`src/rtl/gray_shift_enc.sv`:
```
module gray_shift_enc #(
  parameter int W = 8
) (
  input  logic         clk,
  input  logic         rst,
  input  logic         load,
  input  logic [W-1:0] load_data,
  input  logic         start,
  output logic         busy,
  output logic         done,
  output logic [W-1:0] q
);
  localparam int CW = (W > 1) ? $clog2(W) : 1;
  localparam logic [CW-1:0] LAST = CW'(W - 1);

  logic          hist;
  logic [CW-1:0] cnt;
  logic          nbit;
  logic          take_load;
  logic          take_start;

  assign nbit       = q[W-1] ^ hist;
  assign take_load  = load & ~busy;
  assign take_start = start & ~busy & ~load;

  always_ff @(posedge clk) begin
    if (rst) begin
      q    <= '0;
      hist <= 1'b0;
      cnt  <= '0;
      busy <= 1'b0;
      done <= 1'b0;
    end else begin
      done <= 1'b0;
      if (busy) begin
        q    <= {q[W-2:0], nbit};
        hist <= q[W-1];
        cnt  <= cnt + 1'b1;
        if (cnt == LAST) begin
          busy <= 1'b0;
          done <= 1'b1;
        end
      end else if (take_load) begin
        q    <= load_data;
        hist <= 1'b0;
        cnt  <= '0;
      end else if (take_start) begin
        busy <= 1'b1;
        hist <= 1'b0;
        cnt  <= '0;
      end
    end
  end
endmodule


```
`config.mk`:
```
export PLATFORM = sky130hd
export DESIGN_NAME = gray_shift_enc
export DESIGN_NICKNAME = d
export VERILOG_FILES = /design/src/rtl/gray_shift_enc.sv
export SDC_FILE = /design/constraint.sdc
export NUM_CORES = 1
export LEC_CHECK = 0
export BUFFER_PORTS_ARGS = -buffer_cell sky130_fd_sc_hd__buf_2
export CORE_MARGIN = 2
export CORE_UTILIZATION = 46
export DETAILED_ROUTE_END_ITERATION = 10
export PLACE_DENSITY = 0.83
export RECOVER_POWER = 50
export SKIP_CTS_REPAIR_TIMING = 1
export SYNTH_ARGS = -nofsm -noshare
export SYNTH_HDL_FRONTEND = slang
export SYNTH_SLANG_ARGS = --single-unit
```
`constraint.sdc`:
```
create_clock -name clk -period 1.4 [get_ports clk]
set_clock_uncertainty 0.1 [all_clocks]
set_input_delay 0.07 -clock clk [delete_from_list [all_inputs] [get_ports clk]]
set_output_delay 0.07 -clock clk [all_outputs]
set_load 0.01 [all_outputs]
```
==> metrics, run 1 <==
drt wl/cell around 12 um; CTS tree yes; clk sinks 14; Hold Path End hist; WHS Path Cells 3; setup_tns 0 ns; share of cells above drive strength 1 21.8%; synthesized flop and latch total 14; minimum clock period 1.31 ns; RSZ-0062 raised after global routing no; H-tree depth 1; Yosys warnings 0; Slew @ Worst Pin 0.433 ns; cells on worst reg2reg path 2; post-route ant nets 0; global route overflow 0; Antenna diodes 0; CTS Buf Count 3; ranking of synthesized cells by area dfxtp_1, mux2i_1, a211oi_1; Highest Clock Rate between 700 and 800 MHz; failing checks negative hold slack; area of the multi-input gates around 330 sq um; vias in the first global route about 430; row count 13; R2R Setup Slk 0.09 ns; total number of vias roughly 550; Fin Hold WS -0.0151 ns; hpwl dp around 900 um; CP Class flip-flop to flip-flop; Register Area 280 sq um; post-synthesis async set-or-reset flop share 0%; Fin. Hold Viols 4; status complete, but fails checks; Netlist cell types 19; Reg clk slew, reported paths 0.09 ns; largest net degree at the start of global routing 18; critical path data required time about 1.5 ns; total length of routed wires between 1 and 1.5 mm; top cells by count, synth dfxtp_1, mux2i_1, a211oi_1, nor2b_1, a21oi_1; syn_nets just under 80; max cap viols 0; Ports 22; Hold Startpoint start; pwr/cell area about 1100 nW/um^2; Core ar. ~1300 sq um; Post-Synthesis Mean Instance Area between 10 and 15 sq um; DR pass1 iterations 4; Synth top area share between 40% and 50%; EDFF count, synth 0; r2r endpoint cnt[1]; # DRC 0; die height between 40 and 50 um; crit-path max FO 17; Die ar. approximately 1700 sq um; crit path launch type flip-flop; register area share after synthesis between 40 and 50%; Synth area leader dfxtp_1; Pleak 0.330 nW; area delta synth->final 22.2%; clk_lat worst skew slightly below 0.3 ns; final setup fails 0; Cells after DPL 97; All-Layer GR Usage roughly 18%; first-pass GRT wire length 1.85 mm; Worst EP arrival between 1 and 1.5 ns; drt via density approximately 5.3; starting density of the core about 49%; Main synth FF type dfxtp_1; Post-Synthesis Cells 64; initial antenna violation count 0; Die W about 41 um; Tcrit/Tclk final between 90 and 100%; Filler cells roughly 130; slew margin rel. 71.1%; Critical R2R Launch busy; Non-Filler Instances just over 100; Max VDD drop 0.713 mV; crit end category flip-flop; Final Slew Violations 0; post-layout util roughly three fifths; Layout Nets 102; clk root buf clkbuf_4; CTS max path bufs 2; most frequent cell after synthesis dfxtp_1; Hold Path Class input pin to flip-flop; Port Buf Inserts 21; GP Congestion 0.667; Cell Area, Synth approximately 640 sq um; DRT iter0 DRCs 12
logic make-up (layout without fill, tap and decap cells):
logic type	count (synthesis)	in the layout	synth area share [%]
xor+xnor	1	1	1.36
fa+ha+maj	2	2	3.90
mux	8	8	12.5
simple gates	20	20	20.7
compound gates	13	13	13.1
flops	14	14	43.7
buf+inv	6	29	4.87
report_power, final:
part           internal [W]  switching (W)  total [W]
Combinational     0.0000619      0.0000621   0.000124
Clock              0.000159       0.000145   0.000303
Sequential         0.000424      0.0000261   0.000450
Total              0.000645       0.000233   0.000878
critical path, stage by stage (launching register included):
cell,delay (ns)
dfxtp_1,0.45
or4b_1,0.57
a21oi_1,0.14
through the flow:
step,setup slack (ns),hold WS (ns),total power [W],instance area (sq um)
after detailed placement,0.107,0.247,0.000587,749
after floorplan,0.132,0.0428,0.000535,642
final,0.0899,-0.0151,0.000878,785
after global placement,0.155,0.242,0.000583,749
after CTS,0.0952,-0.0682,0.000892,786
after global routing,0.00609,0.00848,0.000916,785
worst max path at each step:
stage / from / end / slack, ns / depth (start not counted)
6_report: busy / cnt[1] / 0.09 / 2
5_1_grt: busy / cnt[1] / 0.006 / 2
4_1_cts: busy / cnt[1] / 0.1 / 2
3_5_place_dp: busy / cnt[2] / 0.11 / 2
2_1_floorplan: busy / cnt[0] / 0.13 / 3
3_3_place_gp: busy / cnt[1] / 0.16 / 2
state kept, by name, summed over array words and instances, names as in the netlist:
signal	cells
q	8
cnt	3
busy	1
done	1
hist	1
cell type report:
type	instances	area share (%)
Inverter	2	0.957
Multi-Input combinational cell	44	42.1
Sequential cell	14	35.7
Tap cell	15	2.39
Timing Repair Buffer	23	14.2
Clock buffer	4	4.63
placed cells by master (no fill, tap or decap), drive strengths merged, types with 3 or more instances in the layout:
master   n
dfxtp   14
buf     13
clkbuf  13
mux2i    8
nor2b    7
a211oi   7
a21oi    5
or4b     4
nand2b   3
nand2    3
metal layers:
metal  up-vias  part of all wire [%]  global-route usage [%]  wire [um]
met5         -                     0                       0          0
met4         0                   1.8                    9.68         23
met3         4                   5.9                    9.57         75
met2        13                    48                    25.4        605
met1       253                    45                    20.6        566
li1        275                     -                       -          -
Note: power is estimated with default switching activity, not from simulation.
==> run 2: changes to the inputs <==
--- a/config.mk
+++ b/config.mk
@@ -5,11 +5,12 @@
 export SDC_FILE = /design/constraint.sdc
 export NUM_CORES = 1
 export LEC_CHECK = 0
-export BUFFER_PORTS_ARGS = -buffer_cell sky130_fd_sc_hd__buf_2
 export CORE_MARGIN = 2
-export CORE_UTILIZATION = 46
+export CORE_UTILIZATION = 25
 export DETAILED_ROUTE_END_ITERATION = 10
-export PLACE_DENSITY = 0.83
+export DONT_BUFFER_PORTS = 1
+export MAX_ROUTING_LAYER = met4
+export PLACE_DENSITY = 0.47
 export RECOVER_POWER = 50
 export SKIP_CTS_REPAIR_TIMING = 1
 export SYNTH_ARGS = -nofsm -noshare
==> run 2 against run 1 <==
Net effect: via count is 8.4% lower; power is 2.8% lower; count of clock-buffer cells in the layout stayed put; die area is 75% higher; fmax is 4.5% higher; the run still ends with negative hold slack left; critical endpoint is now cnt[2]; critical path depth stayed put; setup slack better by 0.056 ns; combinational power is 19% lower.
==> metrics, run 2 (synthesis results as in run 1) <==
finished layout cell area 803 sq um (+2.4%); critical path buffer and inverter count 0 (unchanged); Worst EP arrival 1.36 ns (-0.08 ns); Tcrit/Tclk final 89.6% (-4.0 points); CTS max path bufs 2 (unchanged); max reg flops 8 (unchanged); Core ar. 2450 sq um (+89%); status complete, but fails checks; pre-CTS WS 0.153 ns (+0.0455 ns); critical path data required time 1.51 ns (-0.02 ns); H-tree depth 1 (unchanged); Highest Clock Rate 797 MHz (+4.5%); area delta synth->final 25.1%; Layout Nets 91 (-11%); Fin Hold WS -0.136 ns (-0.120 ns); drt via density 4.71 (-12%); critical path's top delay family simple AND/OR/NAND/NOR gates; DRT iter0 DRCs 2 (-10); Crit-path slowest cell or4b_1; total number of vias 499 (-8.4%); All-Layer GR Usage 10.5% (-7.1 points); Regs by FF count q: 8 flops, cnt: 3 flops; Hold Path Class input pin to flip-flop; max cap viols 0 (unchanged); crit-path max FO 12 (-5); Port Buf Inserts 0 (-100%); Slew @ Worst Pin 0.523 ns (+0.0903 ns); CTS tree yes; CTS Buf Count 3 (unchanged); final setup fails 0 (unchanged); pwr/cell area 1060 nW/um^2 (-5.0%); Ports 22 (unchanged); Max VDD drop 0.708 mV (-0.76%); clk_lat worst skew 0.28 ns (about the same); failing checks negative hold slack; slew margin rel. 65.0% (-6.1 points); total length of routed wires 1.36 mm (+6.9%); post-layout util 32.7% (-28 points); Pleak 0.309 nW (-6.1%); crit end category flip-flop; RSZ-0062 raised after global routing no; sequence of cells on the critical path or4b_1 > a21oi_1; commonest non-fill, non-tap cells in the layout dfxtp_1, dlygate4sd3_1, mux2i_1; clk root buf clkbuf_4; post-route ant nets 0 (unchanged); starting density of the core 26.1% (-23 points); most common cell after layout, fill and taps aside dfxtp_1; clk sinks 14 (unchanged); minimum clock period 1.25 ns (-0.0561 ns); origin of the worst setup path busy; slowest stage delay, CP 0.54 ns (-0.03 ns); row count 18 (+5); Critical R2R Launch busy; Die ar. 2990 sq um (+75%); drt wl/cell 12.8 um (+2.9%); DR pass1 iterations 3 (-1); first-pass GRT wire length 2.06 mm (+11%); vias in the first global route 426 (-1.8%); Final WS setup 0.146 ns (+0.0561 ns); # DRC 0 (unchanged); setup_tns 0 ns (unchanged); crit path launch type flip-flop; Reg clk slew, reported paths 0.09 ns (about the same); die height 54.7 um (+32%); GP Congestion 0.623 (-6.6%); Hold Startpoint load; Final Slew Violations 0 (unchanged); global route overflow 0 (unchanged); initial antenna violation count 0 (unchanged); share of cells above drive strength 1 9.21% (-13 points); CP Class flip-flop to flip-flop; Fin. Hold Viols 13 (+9); Post-DP Area 671 sq um (-11%); Top reg by flops q; Die W 54.7 um (+32%); Antenna diodes 0 (unchanged); largest net degree at the start of global routing 15 (-3); hpwl dp 954 um (+7.1%)
==> run 2: final timing paths <==
kind	endpoint	slack, ns	cells past startpoint
worst max register to register	cnt[2]	0.15	2
worst min-delay path	hist	-0.14	2
worst min register to register	cnt[0]	0.46	2
worst max-delay path	cnt[2]	0.15	2
==> run 2: metrics by stage <==
stage | hold slack [ns] | std cells | total power, W
finish | -0.136 | 106 | 0.000854
global route | -0.148 | 106 | 0.000904
CTS | -0.267 | 96 | 0.000843
detailed placement | 0.0430 | 92 | 0.000545
global placement | 0.0415 | 92 | 0.000543
floorplan | 0.0428 | 64 | 0.000535
==> run 2: report_power, final <==
group | internal [W] | total, W | leakage, nW | switching (W)
Combinational | 0.0000599 | 0.000100 | 0.173 | 0.0000405
Sequential | 0.000424 | 0.000461 | 0.115 | 0.0000372
Clock | 0.000158 | 0.000292 | 0.0210 | 0.000134
==> run 2: worst reg2reg max path, delay by kind of cell (launching register included) <==
| family | cells | cell delay [ns] |
|---|---|---|
| AND/OR/NAND/NOR | 1 | 0.54 |
| flip-flops | 1 | 0.41 |
| AO/OA/AOI/OAI | 1 | 0.14 |
==> run 2: cell type report <==
class                      instances  area [sq um]
tap                               30          37.5
timing repair buffer              12           111
clock buffer                       4          36.3
sequential                        14           280
fill                             256          1650
inverter                           2          7.51
multi-input combinational         44           330
==> run 2: per-layer routing <==
layer | track usage (%) | share of wire (%) | wire, um
met3 | 6.56 | 8.2 | 112
met4 | 3.75 | 0.74 | 10
met1 | 14.1 | 47 | 635
met2 | 12.3 | 44 | 600
met5 | - | 0 | 0
==> run 3: changes to the inputs <==
--- a/config.mk
+++ b/config.mk
@@ -9,9 +9,10 @@
 export CORE_UTILIZATION = 25
 export DETAILED_ROUTE_END_ITERATION = 10
 export DONT_BUFFER_PORTS = 1
+export GPL_TIMING_DRIVEN = 1
 export MAX_ROUTING_LAYER = met4
 export PLACE_DENSITY = 0.47
-export RECOVER_POWER = 50
+export RECOVER_POWER = 25
 export SKIP_CTS_REPAIR_TIMING = 1
 export SYNTH_ARGS = -nofsm -noshare
 export SYNTH_HDL_FRONTEND = slang
==> run 3 against run 2 <==
Net effect: highest routed layer unchanged; global-route usage is the same; combinational power is essentially flat; the flow still finishes with violations (negative hold slack); fmax shrank 0.15%; utilization grew 0.15 points; worst hold slack is essentially flat; non-clock buffer count is the same; register-to-register slack is essentially flat.
==> metrics, run 3 (synthesis results as in run 1) <==
WHS Path Cells 2 (unchanged); pwr/cell area 1060 nW/um^2 (-0.23%); DRT iter0 DRCs 2 (unchanged); Die W 54.7 um (unchanged); area delta synth->final 25.7%; drt wl/cell 12.8 um (+0.15%); GP Congestion 0.623 (unchanged); Highest Clock Rate 796 MHz (-0.15%); Cells after DPL 92 (unchanged); cells on worst reg2reg path 2 (unchanged); Layout Nets 91 (unchanged); total number of vias 499 (unchanged); minimum clock period 1.26 ns (+0.00192 ns); Top reg by flops q; H-tree depth 1 (unchanged); slowest stage delay, CP 0.54 ns (about the same); share of cells above drive strength 1 10.5% (+1.3 points); Regs by FF count q: 8 flops, cnt: 3 flops; most common cell after layout, fill and taps aside dfxtp_1; # DRC 0 (unchanged); sequential share of power 53.9% (-0.2 points); row count 18 (unchanged); CTS Buf Count 3 (unchanged); commonest non-fill, non-tap cells in the layout dfxtp_1, dlygate4sd3_1, mux2i_1; Fin. Hold Viols 13 (unchanged); crit end category flip-flop; clock power share 34.1% (about the same); Crit-path slowest cell or4b_1; Reg clk slew, reported paths 0.09 ns (about the same); Non-Filler Instances 106 (unchanged); max cap viols 0 (unchanged); clk sinks 14 (unchanged); net switching power figure 0.000212 W (+0.11%); crit path launch type flip-flop; Logic pwr share 11.9% (about the same); die height 54.7 um (unchanged); Switching Fraction 24.7% (-0.030 points); Internal Power 0.000644 W (+0.27%); Final Slew Violations 0 (unchanged); Fin Hold WS -0.136 ns (-0.000135 ns); Max VDD drop 0.711 mV (+0.40%); setup_tns 0 ns (unchanged); Worst EP arrival 1.36 ns (about the same); largest net degree at the start of global routing 15 (unchanged); critical path data required time 1.51 ns (about the same); All-Layer GR Usage 10.5% (unchanged); Die ar. 2990 sq um (unchanged); max reg flops 8 (unchanged); Ports 22 (unchanged); Antenna diodes 0 (unchanged); CTS tree yes; sequence of cells on the critical path or4b_1 > a21oi_1; critical path's top delay family simple AND/OR/NAND/NOR gates; failing checks negative hold slack; Pleak 0.313 nW (+1.3%); crit-path max FO 12 (unchanged); clk root buf clkbuf_4; CP Class flip-flop to flip-flop; total length of routed wires 1.36 mm (+0.15%); Hold Path Class input pin to flip-flop; RSZ-0062 raised after global routing no; clk_lat worst skew 0.28 ns (about the same); initial antenna violation count 0 (unchanged); status complete, but fails checks; CTS max path bufs 2 (unchanged); first-pass GRT wire length 2.06 mm (unchanged); DR pass1 iterations 3 (unchanged); Port Buf Inserts 0 (unchanged); post-route ant nets 0 (unchanged); Worst path depth 2 (unchanged); Tcrit/Tclk final 89.7% (+0.14 points); vias in the first global route 426 (unchanged); slew margin rel. 65.0% (unchanged); drt via density 4.71 (unchanged); final setup fails 0 (unchanged); Slew @ Worst Pin 0.523 ns (unchanged); Core ar. 2450 sq um (unchanged); starting density of the core 26.1% (unchanged); global route overflow 0 (unchanged); critical path buffer and inverter count 0 (unchanged); hpwl dp 954 um (unchanged)
==> run 3: cell count changes in the layout (fill, tap and decap cells not counted), sizes merged <==
cell    previous run  this run
buf                1         2
clkbuf             5         4
==> run 3: path summary, 6_finish.rpt <==
check        startpoint      to  slack (ns)
max                busy  cnt[2]        0.14
min                load    hist       -0.14
max reg2reg        busy  cnt[2]        0.14
min reg2reg      cnt[0]  cnt[0]        0.46
==> run 3: power by group through the flow <==
stage          Sequential [W]  Clock (W)  Combinational [W]
5_1_grt              0.000466   0.000326           0.000113
4_1_cts              0.000462   0.000307          0.0000743
3_3_place_gp         0.000471          0          0.0000719
2_1_floorplan        0.000462          0          0.0000734
6_report             0.000461   0.000292           0.000102
3_5_place_dp         0.000471          0          0.0000738
==> run 3: area by class of cell <==
type                       instances  area, sq um
multi-input combinational         44          330
fill                             254         1650
sequential                        14          280
tap                               30         37.5
inverter                           2         7.51
timing repair buffer              12          115
clock buffer                       4         36.3
==> run 3: through the flow <==
| stage | area, sq um | util [%] | total power [W] | worst slack, ns | hold slack (ns) |
|---|---|---|---|---|---|
| after floorplan | 642 | - | 0.000535 | 0.132 | 0.0428 |
| after global placement | 671 | 27.3 | 0.000543 | 0.191 | 0.0415 |
| after detailed placement | 671 | 27.3 | 0.000545 | 0.153 | 0.0430 |
| after CTS | 707 | 28.8 | 0.000843 | 0.140 | -0.267 |
| after global routing | 807 | 32.9 | 0.000906 | 0.0671 | -0.148 |
| final | 807 | 32.9 | 0.000856 | 0.144 | -0.136 |
==> run 3: layer usage <==
metal,vias up,wire length (um),track usage (%)
met1,224,638,14.1
met4,0,10,3.75
met2,18,600,12.3
met3,2,112,6.56
met5,-,0,-
li1,255,-,-
